==> config.mk <==
export PLATFORM = sky130hd
export DESIGN_NAME = i2c_bus_monitor
export DESIGN_NICKNAME = d
export VERILOG_FILES = /design/src/rtl/i2c_mon_pkg.sv /design/src/rtl/i2c_line_sync.sv /design/src/rtl/i2c_cond_detect.sv /design/src/rtl/i2c_busy_track.sv /design/src/rtl/i2c_arb_check.sv /design/src/rtl/i2c_bus_monitor.sv
export SDC_FILE = /design/constraint.sdc
export NUM_CORES = 1
export LEC_CHECK = 0
export BUFFER_PORTS_ARGS = -buffer_cell sky130_fd_sc_hd__buf_2
export CORE_AREA = 2 2 39 41
export CTS_CLUSTER_SIZE = 14
export DETAILED_ROUTE_END_ITERATION = 7
export DIE_AREA = 0 0 41 43
export PLACE_DENSITY = 0.54
export SYNTH_ARGS = -nofsm -noshare
export SYNTH_HDL_FRONTEND = slang
export SYNTH_HIERARCHICAL = 1
export SYNTH_SLANG_ARGS = --single-unit
==> constraint.sdc <==
create_clock -name clk -period 1.5 [get_ports clk]
set_input_delay 0.3 -clock clk [delete_from_list [all_inputs] [get_ports clk]]
set_output_delay 0.3 -clock clk [all_outputs]
set_load 0.01 [all_outputs]
==> src/rtl/i2c_mon_pkg.sv <==
package i2c_mon_pkg;

   // One sample of the two bus wires after conditioning
   typedef struct packed {
      logic scl;
      logic sda;
   } i2c_lines_t;

   // Index of each arbitration-loss reason inside the cause vector
   typedef enum int unsigned {
      CAUSE_BIT_MISMATCH = 0,
      CAUSE_ACK_MISMATCH = 1,
      CAUSE_START_BUSY   = 2,
      CAUSE_RSTART_SLAVE = 3,
      CAUSE_STOP_UNREQ   = 4
   } arb_cause_e;

   localparam int unsigned NUM_CAUSES = 5;

   // Idle level of an open-drain line
   localparam logic LINE_IDLE = 1'b1;

endpackage

==> src/rtl/i2c_line_sync.sv <==
module i2c_line_sync #(
   parameter int unsigned SYNC_STAGES = 2,
   parameter int unsigned DEGLITCH    = 0
) (
   input  logic clk,
   input  logic rst_n,
   input  logic line_i,
   output logic line_o
);
   import i2c_mon_pkg::*;

   localparam int unsigned CNT_W = (DEGLITCH < 2) ? 1 : $clog2(DEGLITCH);

   if (SYNC_STAGES < 2) begin : g_bad_stages
      $error("i2c_line_sync: SYNC_STAGES must be at least 2");
   end
   if (DEGLITCH > 255) begin : g_bad_filter
      $error("i2c_line_sync: DEGLITCH must not exceed 255");
   end

   logic [SYNC_STAGES-1:0] chain_q;
   logic                   synced;

   always_ff @(posedge clk or negedge rst_n) begin
      if (!rst_n) chain_q <= {SYNC_STAGES{LINE_IDLE}};
      else        chain_q <= {chain_q[SYNC_STAGES-2:0], line_i};
   end

   assign synced = chain_q[SYNC_STAGES-1];

   if (DEGLITCH == 0) begin : g_direct
      assign line_o = synced;
   end else begin : g_filter
      logic             held_q;
      logic [CNT_W-1:0] run_q;
      logic             differs;
      logic             run_done;

      assign differs  = (synced != held_q);
      assign run_done = (run_q == CNT_W'(DEGLITCH - 1));

      always_ff @(posedge clk or negedge rst_n) begin
         if (!rst_n) begin
            held_q <= LINE_IDLE;
            run_q  <= '0;
         end else if (!differs) begin
            run_q  <= '0;
         end else if (run_done) begin
            held_q <= synced;
            run_q  <= '0;
         end else begin
            run_q  <= run_q + 1'b1;
         end
      end

      assign line_o = held_q;
   end

endmodule

==> src/rtl/i2c_cond_detect.sv <==
module i2c_cond_detect (
   input  logic                     clk,
   input  logic                     rst_n,
   input  i2c_mon_pkg::i2c_lines_t  now_i,
   output logic                     start_det_o,
   output logic                     stop_det_o,
   output logic                     scl_rise_o
);
   import i2c_mon_pkg::*;

   i2c_lines_t prev_q;

   always_ff @(posedge clk or negedge rst_n) begin
      if (!rst_n) prev_q <= '{scl: LINE_IDLE, sda: LINE_IDLE};
      else        prev_q <= now_i;
   end

   logic scl_held_high;
   assign scl_held_high = now_i.scl & prev_q.scl;

   assign start_det_o = scl_held_high &  prev_q.sda & ~now_i.sda;
   assign stop_det_o  = scl_held_high & ~prev_q.sda &  now_i.sda;
   assign scl_rise_o  = now_i.scl & ~prev_q.scl;

endmodule

==> src/rtl/i2c_busy_track.sv <==
module i2c_busy_track (
   input  logic clk,
   input  logic rst_n,
   input  logic start_det_i,
   input  logic stop_det_i,
   output logic busy_o,
   output logic idle_o
);
   logic busy_q;
   logic idle_q;
   logic busy_d;

   always_comb begin
      busy_d = busy_q;
      if (start_det_i)     busy_d = 1'b1;
      else if (stop_det_i) busy_d = 1'b0;
   end

   always_ff @(posedge clk or negedge rst_n) begin
      if (!rst_n) begin
         busy_q <= 1'b0;
         idle_q <= 1'b0;
      end else begin
         busy_q <= busy_d;
         idle_q <= busy_q & ~busy_d;
      end
   end

   assign busy_o = busy_q;
   assign idle_o = idle_q;

endmodule

==> src/rtl/i2c_arb_check.sv <==
module i2c_arb_check (
   input  logic clk,
   input  logic rst_n,
   input  logic scl_rise_i,
   input  logic sda_now_i,
   input  logic stop_det_i,
   input  logic busy_i,
   input  logic sda_drive_hi_i,
   input  logic is_master_i,
   input  logic tx_phase_i,
   input  logic rx_ack_phase_i,
   input  logic start_req_i,
   input  logic rstart_req_i,
   input  logic stop_req_i,
   output logic arb_lost_o
);
   import i2c_mon_pkg::*;

   logic [NUM_CAUSES-1:0] cause;
   logic                  stop_owed_q;
   logic                  lost_q;
   logic                  wire_conflict;

   // Line reads low although this controller released it, on an SCL rise
   assign wire_conflict = scl_rise_i & is_master_i & sda_drive_hi_i & ~sda_now_i;

   always_comb begin
      cause                     = '0;
      cause[CAUSE_BIT_MISMATCH] = wire_conflict & tx_phase_i;
      cause[CAUSE_ACK_MISMATCH] = wire_conflict & rx_ack_phase_i;
      cause[CAUSE_START_BUSY]   = start_req_i & busy_i;
      cause[CAUSE_RSTART_SLAVE] = rstart_req_i & ~is_master_i;
      cause[CAUSE_STOP_UNREQ]   = stop_det_i & is_master_i & ~stop_owed_q;
   end

   // Remembers that a stop was asked for until one is seen on the wire
   always_ff @(posedge clk or negedge rst_n) begin
      if (!rst_n)          stop_owed_q <= 1'b0;
      else if (stop_det_i) stop_owed_q <= 1'b0;
      else if (stop_req_i) stop_owed_q <= 1'b1;
   end

   always_ff @(posedge clk or negedge rst_n) begin
      if (!rst_n) lost_q <= 1'b0;
      else        lost_q <= |cause;
   end

   assign arb_lost_o = lost_q;

endmodule

==> src/rtl/i2c_bus_monitor.sv <==
module i2c_bus_monitor #(
   parameter int unsigned SYNC_STAGES = 2,
   parameter int unsigned DEGLITCH    = 0
) (
   input  logic clk,
   input  logic rst_n,
   input  logic scl_i,
   input  logic sda_i,
   input  logic sda_drive_hi_i,
   input  logic is_master_i,
   input  logic tx_phase_i,
   input  logic rx_ack_phase_i,
   input  logic start_req_i,
   input  logic rstart_req_i,
   input  logic stop_req_i,
   output logic busy_o,
   output logic start_o,
   output logic stop_o,
   output logic idle_o,
   output logic arb_lost_o
);
   import i2c_mon_pkg::*;

   localparam int unsigned NUM_LINES = 2;

   logic [NUM_LINES-1:0] raw_lines;
   logic [NUM_LINES-1:0] clean_lines;
   i2c_lines_t           lines_now;
   logic                 start_det;
   logic                 stop_det;
   logic                 scl_rise;

   assign raw_lines = {scl_i, sda_i};

   for (genvar li = 0; li < NUM_LINES; li++) begin : g_line
      i2c_line_sync #(
         .SYNC_STAGES (SYNC_STAGES),
         .DEGLITCH    (DEGLITCH)
      ) u_sync (
         .clk    (clk),
         .rst_n  (rst_n),
         .line_i (raw_lines[li]),
         .line_o (clean_lines[li])
      );
   end

   assign lines_now = '{scl: clean_lines[1], sda: clean_lines[0]};

   i2c_cond_detect u_cond (
      .clk         (clk),
      .rst_n       (rst_n),
      .now_i       (lines_now),
      .start_det_o (start_det),
      .stop_det_o  (stop_det),
      .scl_rise_o  (scl_rise)
   );

   i2c_busy_track u_busy (
      .clk         (clk),
      .rst_n       (rst_n),
      .start_det_i (start_det),
      .stop_det_i  (stop_det),
      .busy_o      (busy_o),
      .idle_o      (idle_o)
   );

   i2c_arb_check u_arb (
      .clk            (clk),
      .rst_n          (rst_n),
      .scl_rise_i     (scl_rise),
      .sda_now_i      (lines_now.sda),
      .stop_det_i     (stop_det),
      .busy_i         (busy_o),
      .sda_drive_hi_i (sda_drive_hi_i),
      .is_master_i    (is_master_i),
      .tx_phase_i     (tx_phase_i),
      .rx_ack_phase_i (rx_ack_phase_i),
      .start_req_i    (start_req_i),
      .rstart_req_i   (rstart_req_i),
      .stop_req_i     (stop_req_i),
      .arb_lost_o     (arb_lost_o)
   );

   assign start_o = start_det;
   assign stop_o  = stop_det;

endmodule

==> impl_metrics.tcl, run 1 <==
set metrics [dict create \
    status "finished clean" \
    power_frac_clock_pct 34.3 \
    r2r_end "u_busy/busy_o$_DFF_PN0_" \
    netSwitchingFraction_pct 22.23 \
    ys_ff_latch 10 \
    layoutNonFillerInstCount 63 \
    fin_tns_setup_ps 0 \
    ff_latch_area_um2 257.7 \
    vias 269 \
    min_path_cells 1 \
    drc 0 \
    min_to "g_line[0].u_sync/chain_q[0]$_DFF_PN1_" \
    rows 14 \
    drtIter0Drc 3 \
    grt-ovfl-total 0 \
    core-area_um2 1384 \
    slew_violations 0 \
    synthesis.nets 36 \
    drive_gt1_share_pct 57.45 \
    antennaDiodeCount 0 \
    path_cells "and4b_1 -> buf_2" \
    first_pass_iters 4 \
    max-cap-violations 0 \
    fin_skew_ps 13.21 \
    cts_buffer_depth 2 \
    grt_first_pass_wirelength_um 924 \
    dieArea_um2 1763 \
    syn_inst 25 \
    syn_area_um2 349.1 \
    dp_hpwl_um 434.5 \
    grt_pass1_vias 241 \
    combPwrFrac_pct 10.2 \
    hold_path_startpoint "sda_i" \
    power_frac_seq_pct 55.5 \
    period_share_pct 97.71 \
    grt_max_degree 11 \
    clock-sinks 10 \
    seq_area_frac_synth_pct 73.84 \
    io_buffer_count 15 \
    viasPerCell 4.270 \
    clock.fmax_ghz 0.6823 \
    leakage_nw 0.2479 \
    critPathArrivalTime_ps 1170 \
    drt-wirelength-per-cell_um 9.317 \
    ir_drop_uv 534.4 \
    cts.clk_slew.worst_paths_ps 60 \
    clk_latency_ps 260 \
    dieWidth_um 41 \
    final_cell_mix "buf_2, dfstp_2, dfrtp_1, clkbuf_4, nor2_1" \
    slew_headroom_pct 85.35 \
    yosysWarningCount 6 \
    reg2reg_slack_ps 200 \
    htreeDepth 1 \
    cts_made_buffers 3 \
    criticalPathCategory "reg -> out" \
    io_pins 16 \
    layout_commonest_cell "buf_2" \
    wl_um 587 \
    worst_slew_pin_slew_ps 219.8 \
    cts_tree "yes" \
    cp_slowest_stage_delay_ps 540 \
    worstPathRequired_ps 1200 \
    layout_min_cycle_time_ps 1466 \
    area_growth_pct 44.09 \
    fin_util_pct 36.35 \
    switchingPower_uw 122.5 \
    start_util_pct 25.23 \
    die_h_um 43 \
    finalHoldViolCount 0 \
    grt_util_all_layers_pct 8.638 \
    place_inst 56 \
    multi_input_area_um2 88.84 \
    clock-root-buffer "clkbuf_4" \
    end_kind "output pin" \
    netlist-cell-type-count 12 \
    rsz0062_at_grt "yes" \
    gp_congestion 0.6149 \
    fill_cells 144 \
    startpoint_type "flip-flop" \
    antenna_found_initial 0 \
    power_density_nw_per_um2 1096 \
    final_nets 59 \
    ff2ff_path_depth 5 \
    r2r-start "g_line[1].u_sync/chain_q[1]$_DFF_PN1_" \
    postRouteAntennaNets 0 \
    crit_path_top_delay_cell "dfstp_2" \
    finalSetupViolations 0 \
    hp-class "in -> reg" \
    cp_max_fo 4 \
    power.internal_uw 428.6 \
    syn_area_per_cell_um2 13.96 \
]
==> sequential cells by signal, summed over array words and instances, names as in the netlist <==
name	flops
u_arb/stop_owed_q	1
u_arb/arb_lost_o	1
u_busy/busy_o	1
g_line.u_sync/chain_q	4
u_busy/idle_o	1
u_cond/prev_q	2
==> stage by stage <==
step | setup WS (ps) | cell area (µm²) | power, mW | hold slack, ps
3_5_place_dp | 234.0 | 444.2 | 0.3629 | 172.5
4_1_cts | 18.00 | 489.2 | 0.5612 | 127.7
2_1_floorplan | 342.2 | 349.1 | 0.3297 | 4.409
5_1_grt | -26.73 | 503.0 | 0.5903 | 119.1
6_report | 34.39 | 503.0 | 0.5511 | 144.1
3_3_place_gp | 248.6 | 444.2 | 0.3613 | 168.1
==> final cells by class <==
class | instances | area share [%]
Tap cell | 16 | 3.980
Clock buffer | 4 | 5.224
Timing Repair Buffer | 18 | 21.14
Multi-Input combinational cell | 14 | 17.66
Sequential cell | 10 | 51.24
Inverter | 1 | 0.7463
==> routing by layer <==
layer	wire, µm	vias up	part of all wire [%]	GRT usage, %
li1	-	131	-	-
met1	230	126	39	8.696
met2	296	12	50	11.88
met3	60	0	10	7.853
met4	0	0	0	4.000
met5	0	-	0	0
==> power groups by stage <==
stage / logic (mW) / registers (mW) / clock network, mW
after global placement: 0.0512 / 0.310 / 0
after global routing: 0.0633 / 0.309 / 0.218
final: 0.0564 / 0.306 / 0.189
after CTS: 0.0552 / 0.306 / 0.200
after floorplan: 0.0157 / 0.314 / 0
after detailed placement: 0.0517 / 0.311 / 0
==> worst max-delay path: cells and delay by family, from the launching register on <==
family                 cells  cell delay (ps)
flip-flops                 1              540
buffers and inverters      1              140
AND/OR/NAND/NOR            1              230
==> kinds of logic (layout without fill, tap and decap cells) <==
| logic type | count (synthesis) | in the layout | share of synthesized area [%] |
|---|---|---|---|
| compound gates | 4 | 4 | 7.167 |
| flops | 10 | 10 | 73.84 |
| buf+inv | 1 | 23 | 1.074 |
| simple gates | 10 | 10 | 17.92 |
==> worst max path at each step <==
stage                                           from                      end  slack (ps)  cells past startpoint
2_1_floorplan  g_line[1].u_sync/chain_q[1]$_DFF_PN1_  u_busy/busy_o$_DFF_PN0_         340                      3
3_3_place_gp   g_line[1].u_sync/chain_q[1]$_DFF_PN1_                   stop_o         250                      2
3_5_place_dp   g_line[1].u_sync/chain_q[1]$_DFF_PN1_                   stop_o         230                      2
4_1_cts                   u_cond/prev_q[0]$_DFF_PN1_                  start_o          20                      2
5_1_grt        g_line[1].u_sync/chain_q[1]$_DFF_PN1_                  start_o         -30                      2
6_report       g_line[1].u_sync/chain_q[1]$_DFF_PN1_                  start_o          30                      2
==> Yosys cell counts <==
library cell	instances	area share [%]
o211ai_1	1	2.2
dfrtp_1	4	29
a21o_1	1	2.2
o21ai_1	1	1.4
nor2_1	3	3.2
inv_1	1	1.1
nor2b_1	1	1.8
and2b_1	1	2.2
and4b_1	3	8.6
dfstp_2	6	45
nand2_1	2	2.2
a21oi_1	1	1.4
==> what timing repair did <==
action                                 4_1_cts  5_1_grt
endpoints found under the hold margin        4        0
resized for setup                            1        1
hold buffers                                 1        0
setup endpoints to repair                    1        2
pin swaps                                    1        2
setup buffers                                1        1
No activity file was read; power rests on OpenSTA's default activity.
==> inputs of run 2 (changes only) <==
CORE_AREA = 4 4 41 43   (was 2 2 39 41)
CTS_BUF_LIST = sky130_fd_sc_hd__clkbuf_16   (was unset)
DIE_AREA = 0 0 45 47   (was 0 0 41 43)
clock period = 1.48 ns   (was 1.5 ns; I/O delays follow)
==> run 2 against run 1 <==
Effect of this change: worst setup slack improved by 22 ps; largest power group is now clock; clock power increased to 2.5 times the previous value; sequential share of layout area shrank 4.2 points; final area up 9.0%; first-iteration DRC count is 67% lower; critical path type unchanged; sequential cell count did not move; sequential power increased by 2%; final cell count shrank 1.6%; global-route usage barely moved; total power grew 53%; worst hold slack gained 16 ps; routed wire length is 18% higher.
==> impl_metrics.tcl, run 2 (synthesis results as in run 1) <==
set metrics [dict create \
    antennaDiodeCount 0 \
    criticalPathCategory "reg -> out" \
    rsz0062_at_grt "no" \
    whs_ps 160.5 \
    highest_layer "met4" \
    rows 13 \
    critPathBufInv 1 \
    layoutNonFillerInstCount 62 \
    hp-class "in -> reg" \
    cp_slowest_stage_delay_ps 540 \
    drive_gt1_share_pct 57.45 \
    clock.fmax_ghz 0.7023 \
    gp_congestion 0.6419 \
    wl_met1_um 216 \
    drt-wirelength-per-cell_um 11.19 \
    max-cap-violations 0 \
    fin_skew_ps 1.503 \
    power.internal_uw 685.4 \
    slew_violations 0 \
    top_register "g_line.u_sync/chain_q" \
    wl_um 694 \
    viasPerCell 4.258 \
    grt_max_degree 11 \
    die_h_um 47 \
    worst_slew_pin_slew_ps 223.9 \
    power_density_nw_per_um2 1535 \
    dieWidth_um 45 \
    combPwrFrac_pct 6.7 \
    worstPathRequired_ps 1180 \
    cts_buffer_depth 2 \
    dp_slack_ps 212.6 \
    critPathLaunch "g_line[0].u_sync/chain_q[1]$_DFF_PN1_" \
    largest_reg_flops 4 \
    finalSetupViolations 0 \
    r2r-start "g_line[0].u_sync/chain_q[1]$_DFF_PN1_" \
    clk_latency_ps 230 \
    drtIter0Drc 1 \
    vias 264 \
    status "finished clean" \
    ff_latch_area_um2 257.7 \
    leakage_nw 0.2701 \
    crit_family "flip-flops" \
    ir_drop_uv 730.1 \
    grt-ovfl-total 0 \
    final_nets 59 \
    power_frac_clock_pct 56.2 \
    grt_util_all_layers_pct 8.640 \
    grt_first_pass_wirelength_mm 1.179 \
    end_kind "output pin" \
    drc 0 \
    io_pins 16 \
    clock-root-buffer "clkbuf_16" \
    start_util_pct 26.83 \
    io_buffer_count 15 \
    place_area_um2 442.9 \
    netSwitchingFraction_pct 18.54 \
    cts.clk_slew.worst_paths_ps 40 \
    clock-sinks 10 \
    largestRegisters "g_line.u_sync/chain_q: 4 flops, u_cond/prev_q: 2 flops" \
    postRouteAntennaNets 0 \
    setup_ws_ps 56.12 \
    dieArea_um2 2115 \
    critPathArrivalTime_ps 1130 \
    power_frac_seq_pct 37.1 \
    grt_pass1_vias 279 \
    area_growth_pct 56.99 \
    fin_tns_setup_ps 0 \
    multi_input_area_um2 88.84 \
    wl_met2_um 368 \
    final_area_um2 548.0 \
    layout_commonest_cell "buf_2" \
    crit_path_top_delay_cell "dfstp_2" \
    wl_met3_um 95 \
    layout_min_cycle_time_ps 1424 \
    cp_max_fo 4 \
    first_pass_iters 2 \
    switchingPower_uw 156.0 \
    htreeDepth 1 \
    slew_headroom_pct 85.07 \
    startpoint_type "flip-flop" \
    cts_tree "yes" \
    place_inst 55 \
    core-area_um2 1301 \
    final_cell_mix "buf_2, dfstp_2, dfrtp_1, clkbuf_16, nor2_1" \
    antenna_found_initial 0 \
    path_cells "and4b_1 -> buf_2" \
    cts_made_buffers 3 \
    period_share_pct 96.21 \
    finalHoldViolCount 0 \
    fill_cells 121 \
    hold_path_startpoint "sda_i" \
]
==> run 2: final timing paths <==
kind | cells after the start | slack [ps] | endpoint
min in group asynchronous | 2 | 460 | u_arb/arb_lost_o$_DFF_PN0_
max | 2 | 60 | start_o
max in group asynchronous | 2 | 770 | u_cond/prev_q[0]$_DFF_PN1_
min | 1 | 160 | g_line[0].u_sync/chain_q[0]$_DFF_PN1_
min reg2reg | 0 | 350 | g_line[1].u_sync/chain_q[1]$_DFF_PN1_
max reg2reg | 4 | 290 | u_busy/busy_o$_DFF_PN0_
==> run 2: power by group through the flow <==
stage	logic [mW]	registers [mW]	clock network, mW
finish	0.0566	0.312	0.473
global route	0.0635	0.316	0.499
CTS	0.0558	0.313	0.486
detailed placement	0.0521	0.316	0
global placement	0.0519	0.316	0
floorplan	0.0160	0.318	0
==> run 2: final cells by class <==
| type | count | share of cell area [%] |
|---|---|---|
| Clock buffer | 3 | 13.70 |
| Clock inverter | 1 | 0.6849 |
| Inverter | 1 | 0.6849 |
| Multi-Input combinational cell | 14 | 16.21 |
| Sequential cell | 10 | 47.03 |
| Tap cell | 15 | 3.425 |
| Timing Repair Buffer | 18 | 18.26 |
==> run 2: routing by layer <==
metal,global-route usage (%),up-vias
met2,14.97,11
li1,-,128
met5,0,-
met1,6.840,123
met3,6.513,2
met4,5.263,0
==> run 2: through the flow <==
stage / utilization [%] / power, mW
6_report: 42.12 / 0.8414
5_1_grt: 42.12 / 0.8792
4_1_cts: 41.54 / 0.8550
3_5_place_dp: 34.04 / 0.3681
3_3_place_gp: 34.04 / 0.3679
2_1_floorplan: - / 0.3342
==> run 2: what timing repair did <==
action                                  CTS  global route
endpoints found under the setup margin    1             2
hold buffers                              1             0
setup buffers                             1             1
hold endpoints to repair                  4             0
gates resized for setup                   1             0
pin swaps                                 1             2
